==> src/rtl/dwc_pkg.sv <==
`timescale 1ns/1ps
package dwc_pkg;
    localparam int FN_W = 5;
    localparam int SA_W = 4;

    localparam logic [FN_W-1:0] FN_READ   = 5'd0;
    localparam logic [FN_W-1:0] FN_STATUS = 5'd1;
    localparam logic [FN_W-1:0] FN_INIT_A = 5'd9;
    localparam logic [FN_W-1:0] FN_INIT_B = 5'd11;
    localparam logic [FN_W-1:0] FN_WRITE  = 5'd16;
    localparam logic [FN_W-1:0] FN_CLEAR  = 5'd24;
    localparam logic [FN_W-1:0] FN_SET    = 5'd26;

    typedef enum logic [3:0] {
        OP_NONE,
        OP_FIFO_WR,
        OP_FIFO_RD,
        OP_ADDR_WR,
        OP_ADDR_RD,
        OP_CHAN_ST,
        OP_TX_ST,
        OP_RTS_SET,
        OP_RTS_CLR,
        OP_FP_SET,
        OP_FP_CLR,
        OP_INIT
    } op_e;
endpackage

==> src/rtl/dwc_decode.sv <==
`timescale 1ns/1ps
module dwc_decode
    import dwc_pkg::*;
(
    input  logic [FN_W-1:0] fn,
    input  logic [SA_W-1:0] sa,
    output op_e             op
);
    logic sa_fifo;
    logic sa_addr;

    always_comb begin
        sa_fifo = (sa <= 4'd3);
        sa_addr = (sa == 4'd4);
        op      = OP_NONE;
        unique case (fn)
            FN_WRITE: begin
                if (sa_fifo)      op = OP_FIFO_WR;
                else if (sa_addr) op = OP_ADDR_WR;
            end
            FN_READ: begin
                if (sa_fifo)      op = OP_FIFO_RD;
                else if (sa_addr) op = OP_ADDR_RD;
            end
            FN_STATUS: begin
                if (sa == 4'd0)      op = OP_CHAN_ST;
                else if (sa == 4'd1) op = OP_TX_ST;
            end
            FN_SET: begin
                if (sa == 4'd0)      op = OP_RTS_SET;
                else if (sa == 4'd1) op = OP_FP_SET;
            end
            FN_CLEAR: begin
                if (sa == 4'd0)      op = OP_RTS_CLR;
                else if (sa == 4'd1) op = OP_FP_CLR;
            end
            FN_INIT_A, FN_INIT_B: op = OP_INIT;
            default: op = OP_NONE;
        endcase
    end
endmodule

==> src/rtl/dwc_fifo.sv <==
`timescale 1ns/1ps
module dwc_fifo #(
    parameter int WIDTH = 18,
    parameter int DEPTH = 64
) (
    input  logic             clk,
    input  logic             rst_n,
    input  logic             flush,
    input  logic             push,
    input  logic [WIDTH-1:0] push_data,
    input  logic             pop,
    output logic [WIDTH-1:0] head,
    output logic             empty,
    output logic             full
);
    localparam int PTR_W = (DEPTH > 1) ? $clog2(DEPTH) : 1;
    localparam int CNT_W = $clog2(DEPTH + 1);
    localparam logic [PTR_W-1:0] LAST = PTR_W'(DEPTH - 1);

    typedef struct packed {
        logic [PTR_W-1:0] wr;
        logic [PTR_W-1:0] rd;
        logic [CNT_W-1:0] cnt;
    } ptr_t;

    ptr_t p_d, p_q;
    logic [WIDTH-1:0] mem [DEPTH];
    logic do_push, do_pop;

    assign empty = (p_q.cnt == '0);
    assign full  = (p_q.cnt == CNT_W'(DEPTH));
    assign head  = mem[p_q.rd];

    always_comb begin
        do_push = push && !full;
        do_pop  = pop && !empty;
        p_d     = p_q;
        if (do_push) p_d.wr = (p_q.wr == LAST) ? '0 : p_q.wr + 1'b1;
        if (do_pop)  p_d.rd = (p_q.rd == LAST) ? '0 : p_q.rd + 1'b1;
        p_d.cnt = p_q.cnt + CNT_W'(do_push) - CNT_W'(do_pop);
        if (flush) p_d = '0;
    end

    always_ff @(posedge clk or negedge rst_n) begin
        if (!rst_n) p_q <= '0;
        else        p_q <= p_d;
    end

    always_ff @(posedge clk) begin
        if (do_push && !flush) mem[p_q.wr] <= push_data;
    end


    no_overflow_chk: assert property (@(posedge clk) disable iff (!rst_n)
        push |-> !full);
endmodule

==> src/rtl/dataway_cmd_decoder.sv <==
`timescale 1ns/1ps
module dataway_cmd_decoder
    import dwc_pkg::*;
#(
    parameter int DATA_W  = 16,
    parameter int TAG_W   = 2,
    parameter int ADDR_W  = 8,
    parameter int DEPTH   = 64,
    parameter int STRAP_W = 4
) (
    input  logic                    clk,
    input  logic                    rst_n,
    input  logic                    z_init,
    input  logic                    cmd_strobe,
    input  logic [FN_W-1:0]         cmd_fn,
    input  logic [SA_W-1:0]         cmd_sa,
    input  logic [DATA_W-1:0]       cmd_wdata,
    input  logic                    bus_locked,
    input  logic                    cts,
    input  logic [STRAP_W-1:0]      strap,
    input  logic                    tx_underrun,
    input  logic                    tx_active,
    input  logic                    tx_enable,
    input  logic                    tx_pop,
    output logic                    resp_valid,
    output logic                    resp_x,
    output logic                    resp_q,
    output logic [TAG_W+DATA_W-1:0] resp_rdata,
    output logic                    rts,
    output logic                    fp_enable,
    output logic [ADDR_W-1:0]       dest_addr,
    output logic [TAG_W+DATA_W-1:0] head_word,
    output logic                    head_valid
);
    localparam int WORD_W = TAG_W + DATA_W;

    typedef struct packed {
        logic              rts;
        logic              fp_en;
        logic [ADDR_W-1:0] addr;
        logic              rvalid;
        logic              x;
        logic              q;
        logic [WORD_W-1:0] rdata;
    } state_t;

    state_t s_d, s_q;
    op_e    op;
    logic   ok;
    logic   f_push, f_pop, f_flush, f_empty, f_full;
    logic [WORD_W-1:0] f_head;

    dwc_decode u_decode (
        .fn (cmd_fn),
        .sa (cmd_sa),
        .op (op)
    );

    dwc_fifo #(.WIDTH(WORD_W), .DEPTH(DEPTH)) u_fifo (
        .clk       (clk),
        .rst_n     (rst_n),
        .flush     (f_flush),
        .push      (f_push),
        .push_data ({cmd_sa[TAG_W-1:0], cmd_wdata}),
        .pop       (f_pop),
        .head      (f_head),
        .empty     (f_empty),
        .full      (f_full)
    );

    always_comb begin
        unique case (op)
            OP_NONE:    ok = 1'b0;
            OP_FIFO_WR: ok = !f_full;
            OP_FIFO_RD: ok = !f_empty && !bus_locked;
            OP_ADDR_WR,
            OP_ADDR_RD: ok = !bus_locked;
            default:    ok = 1'b1;
        endcase

        f_push  = cmd_strobe && (op == OP_FIFO_WR) && ok;
        f_pop   = (cmd_strobe && (op == OP_FIFO_RD) && ok) || tx_pop;
        f_flush = z_init || (cmd_strobe && (op == OP_INIT));

        s_d        = s_q;
        s_d.rvalid = cmd_strobe;
        s_d.x      = cmd_strobe && (op != OP_NONE);
        s_d.q      = cmd_strobe && ok;
        s_d.rdata  = '0;

        if (cmd_strobe && ok) begin
            unique case (op)
                OP_FIFO_RD: s_d.rdata = f_head;
                OP_ADDR_WR: s_d.addr  = cmd_wdata[ADDR_W-1:0];
                OP_ADDR_RD: s_d.rdata = WORD_W'(s_q.addr);
                OP_CHAN_ST: s_d.rdata = WORD_W'({!f_empty, !f_full, cts,
                                                 s_q.fp_en, strap});
                OP_TX_ST:   s_d.rdata = WORD_W'({tx_underrun, tx_active,
                                                 tx_enable});
                OP_RTS_SET: s_d.rts   = 1'b1;
                OP_RTS_CLR: s_d.rts   = 1'b0;
                OP_FP_SET:  s_d.fp_en = 1'b1;
                OP_FP_CLR:  s_d.fp_en = 1'b0;
                default: ;
            endcase
        end

        if (f_flush) begin
            s_d.rts   = 1'b0;
            s_d.fp_en = 1'b1;
            s_d.addr  = '0;
        end
    end

    always_ff @(posedge clk or negedge rst_n) begin
        if (!rst_n) begin
            s_q       <= '0;
            s_q.fp_en <= 1'b1;
        end else begin
            s_q <= s_d;
        end
    end

    assign resp_valid = s_q.rvalid;
    assign resp_x     = s_q.x;
    assign resp_q     = s_q.q;
    assign resp_rdata = s_q.rdata;
    assign rts        = s_q.rts;
    assign fp_enable  = s_q.fp_en;
    assign dest_addr  = s_q.addr;
    assign head_word  = f_head;
    assign head_valid = !f_empty;


    q_needs_x_chk: assert property (@(posedge clk) disable iff (!rst_n)
        resp_q |-> (resp_x && resp_valid));


    init_state_chk: assert property (@(posedge clk) disable iff (!rst_n)
        (cmd_strobe && (cmd_fn == FN_INIT_A || cmd_fn == FN_INIT_B))
        |=> (!rts && fp_enable && dest_addr == '0 && !head_valid));


    locked_addr_hold_chk: assert property (@(posedge clk) disable iff (!rst_n)
        (cmd_strobe && bus_locked && !z_init && cmd_fn == FN_WRITE && cmd_sa == 4'd4)
        |=> (!resp_q && $stable(dest_addr)));


    rts_set_chk: assert property (@(posedge clk) disable iff (!rst_n)
        (cmd_strobe && !z_init && cmd_fn == FN_SET && cmd_sa == 4'd0) |=> rts);


    reserved_silent_chk: assert property (@(posedge clk) disable iff (!rst_n)
        (cmd_strobe && cmd_fn == FN_WRITE && cmd_sa >= 4'd5 && cmd_sa <= 4'd8)
        |=> (resp_valid && !resp_x && !resp_q && resp_rdata == '0));
endmodule

==> config.mk <==
export PLATFORM = sky130hd
export DESIGN_NAME = dataway_cmd_decoder
export DESIGN_NICKNAME = d
export VERILOG_FILES = /design/src/rtl/dwc_pkg.sv /design/src/rtl/dwc_decode.sv /design/src/rtl/dwc_fifo.sv /design/src/rtl/dataway_cmd_decoder.sv
export SDC_FILE = /design/constraint.sdc
export NUM_CORES = 1
export LEC_CHECK = 0
export ABC_CLOCK_PERIOD_IN_PS = 10200
export BUFFER_PORTS_ARGS = -buffer_cell sky130_fd_sc_hd__buf_2
export CAP_MARGIN = 10
export CORE_MARGIN = 2
export CORE_UTILIZATION = 65
export CTS_CLUSTER_SIZE = 10
export DETAILED_ROUTE_END_ITERATION = 8
export PLACE_DENSITY_LB_ADDON = 0.15
export SLEW_MARGIN = 20
export SYNTH_ARGS = -nofsm -noshare
export SYNTH_HDL_FRONTEND = slang
export SYNTH_HIERARCHICAL = 1
export SYNTH_SLANG_ARGS = --single-unit
==> constraint.sdc <==
create_clock -name clk -period 10.2 [get_ports clk]
set_clock_uncertainty 0.15 [all_clocks]
set_input_delay 1.02 -clock clk [delete_from_list [all_inputs] [get_ports clk]]
set_output_delay 1.02 -clock clk [all_outputs]
set_load 0.01 [all_outputs]
==> metrics.md <==
| Metric | Value |
|---|---|
| GP Congestion | 0.946 |
| Die width | 273 um |
| Setup WS post-layout | 3.80 ns |
| Most used DFF post-synth | edfxtp_1 |
| GR Util All Layers | roughly a third |
| # Post-CTS Setup Buffers | 0 |
| Port Buffers | around 90 |
| Distinct cells, synth | 76 |
| Fill cells | just over 4000 |
| Grt ovf | 0 |
| Main combinational cell family by area after synthesis | multiplexers |
| Worst VDD drop | about 0.27 mV |
| Synthesized Nets | 2330 |
| Post-synthesis cell area | around 47000 um2 |
| DIE AREA | approximately 75000 um2 |
| Largest net degree at the start of global routing | roughly 140 |
| EDFF count, synth | about 1200 |
| Detail Route Antenna Nets | 0 |
| Most common cell in the netlist | edfxtp_1 |
| Clock Latency Late Sink | slightly above 0.7 ns |
| Mapped Cells | between 2000 and 2500 |
| Met2 usage | 49.2% |
| Final hold vios | 0 |
| Reg2reg start | u_fifo/p_q[5] |
| Initial antenna violation count | 1 |
| Dpl ws | approximately 3.3 ns |
| Critical path's top delay family | simple AND/OR/NAND/NOR gates |
| Crit path DAT | 6.55 ns |
| Layout area overhead | 11.4% |
| Max_cap viols | 0 |
| First-pass GRT wire length | 168000 um |
| Synth Area in Adders | 0.335% |
| Post-synthesis async set-or-reset flop share | 4.16% |
| Synth top area share | between 70% and 80% |
| Fin. max-slew vios | 0 |
| CP required | ~10 ns |
| Sequential fraction of the synthesis area | approximately three quarters |
| Period utilisation layout | between 60% and 70% |
| Unrepaired setup endpoints after global routing | no |
| # rows | 98 |
| NumNets Final | approximately 2500 |
| Relative slew margins | about a quarter |
| Fin Setup TNS | 0 ns |
| CP cell instances | buf_2 -> buf_4 -> or2_1 -> a21oi_1 -> a221o_1 -> nor2_1 -> a22oi_1 -> o22ai_1 -> nor2b_1 -> o21a_1 -> clkinv_1 -> nor3b_1 -> nand2_1 -> nor2_2 |
| PostCTS Resize Cnt | 0 |
| Synth Area in Simple Gates | around 3.2% |
| Busiest grt layer | met2 |
| Final setup fails | 0 |
| Final instance area | 52500 um2 |
| Pleak | about 16 nW |
| Met1 Resource Use GR | 47.0% |
| Cell accounting for the most synthesized area | edfxtp_1 |
| Synth Area in Compound Gates | 3.76% |
| DRT Pass-1 Iters | 8 |
| Ranking of synthesized cells by area | edfxtp_1, mux4_2, dfrtp_1, mux2i_1, a22oi_1 |
| Clock root cell | clkbuf_16 |
| Xor/xnor cell area share of the yosys netlist | 0.130% |
| Crit. End Element | flip-flop |
| Global-route track usage on met3 | about 6.5% |
| Status | finished, final reports clean |
| Core box area | between 70000 and 80000 um2 |
| Crit Path Max Fanout | just under 70 |
| WS Path Type | primary input to flip-flop |
| Die H | about 270 um |
| # IOs | 89 |
| Drt wl/cell | between 30 and 40 um |
| Final WL | between 100000 and 150000 um |
| Critical path's largest stage delay | between 1 and 1.5 ns |
| Clock-pin slew on the worst setup and hold paths | 0.05 ns |
| Syn avg cell area | around 21 um2 |
| Num Clock Sinks | between 1000 and 1500 |
| TritonCTS clock tree | yes |
| Worst Hold Class | primary input to asynchronous set/reset pin |
| F_max | ~160 MHz |
| Starting Density | between 60 and 70% |
| Buf+Inv Stages, Crit Path | 3 |
| R2R Setup Slk | 5.03 ns |
| Synth Register Bits | 1202 |
| DR iter-0 viols | around 4000 |
| CP max stage cell | nor2_2 |
| Synth warnings | 6 |
| TritonCTS buffer count | between 100 and 150 |
| Reg2reg path depth | 13 |
| DR vias/cell | ~7 |
| Worst-margin pin slew | roughly 1.1 ns |
| RR Endpoint | u_fifo/mem[27][10] |
| Number of remaining DRC errors | 0 |
| Via count | about 24000 |
| Ranking of synthesized cells by instance count | edfxtp_1, mux4_2, nor2_1, mux2i_1, a22oi_1 |
| Cts hold-fix bufs | 0 |
| Mux share of post-synthesis cell area | between 10% and 20% |
| Pwr dens | between 200 and 250 nW/um2 |
| DP Area | 48700 um2 |
| CTS Buffer Depth | 3 |
| Startpoint types | primary input |
| Placed wire-length estimate | 66100 um |
| Overall power | around 0.011 W |
| Worst setup path startpoint | cmd_sa[1] |
| H-tree depth | 4 |
| Share of cells above drive strength 1 | between 20% and 30% |
| Post-route minimum period | 6.40 ns |
| Number of global-route vias before repair | roughly 24000 |
[power breakdown]
| part | switching [W] | internal (W) | leakage (nW) |
|---|---|---|---|
| clock | 0.00178 | 0.00253 | 1.85 |
| combinational | 0.000803 | 0.000645 | 3.62 |
| sequential | 0.0000511 | 0.00543 | 11.0 |
[worst max-delay path by stage]
| stage | end | cells after the start | slack [ns] |
|---|---|---|---|
| after detailed placement | u_fifo/mem[43][5] | 14 | 3.30 |
| final | u_fifo/mem[27][10] | 14 | 3.80 |
| after floorplan | u_fifo/p_q[6] | 21 | 5.26 |
| after CTS | u_fifo/mem[43][10] | 14 | 3.99 |
| after global routing | u_fifo/mem[27][10] | 14 | 3.57 |
| after global placement | u_fifo/mem[43][8] | 15 | 3.55 |
[layout by cell type, fill, tap and decap left out, drive strengths merged, types with 11 or more instances in the layout]
cell,Yosys,layout
a21oi,34,34
a221oi,15,15
a22o,14,14
a22oi,69,69
and2,17,17
buf,89,164
clkbuf,38,168
dfrtp,49,49
edfxtp,1152,1152
ha,11,11
inv,13,19
mux2,15,15
mux2i,88,88
mux4,262,262
nand2,55,55
nand2b,17,17
nand3,27,27
nor2,118,118
nor2b,17,17
o21ai,23,23
o22ai,27,27
[layer usage]
metal | up-vias | wire length [um]
li1 | 9766 | -
met1 | 12600 | 43100
met2 | 1687 | 55600
met3 | 240 | 13400
met4 | 0 | 4550
met5 | - | 0
[layout make-up]
| class | count | area, um2 | area share, % |
|---|---|---|---|
| well taps | 950 | 1190 | 2.27 |
| multi-input cells | 936 | 10500 | 20.1 |
| repair buffers | 164 | 1050 | 2.00 |
| flip-flops and latches | 1202 | 35900 | 68.3 |
| inverters | 14 | 52.6 | 0.100 |
| clock inverters | 12 | 130 | 0.248 |
| clock buffers | 168 | 3670 | 7.00 |
| diodes | 1 | 2.50 | 0.00477 |
[per-stage QoR]
step | hold slack (ns) | std cells | utilization, %
floorplan | 0.319 | 2279 | -
global placement | 0.325 | 3266 | 67.9
detailed placement | 0.334 | 3266 | 67.9
CTS | 0.276 | 3446 | 73.3
global route | 0.329 | 3446 | 73.3
finish | 0.287 | 3447 | 73.3
[registers in the layout, summed over array words and instances, names as in the netlist]
| signal | cells |
|---|---|
| resp_x | 1 |
| rts | 1 |
| u_fifo/mem | 1152 |
| resp_rdata | 18 |
| resp_valid | 1 |
| fp_enable | 1 |
| resp_q | 1 |
| dest_addr | 8 |
| u_fifo/p_q | 19 |
[logic make-up (layout without fill, tap and decap cells)]
kind of cell    after synthesis  count (layout)
mux                         365             365
simple gates                305             305
flops                      1202            1202
compound gates              247             247
xor+xnor                      7               7
other cells                   0               1
fa+ha+maj                    12              12
buf+inv                     141             358
(Power assumes the default switching activity.)
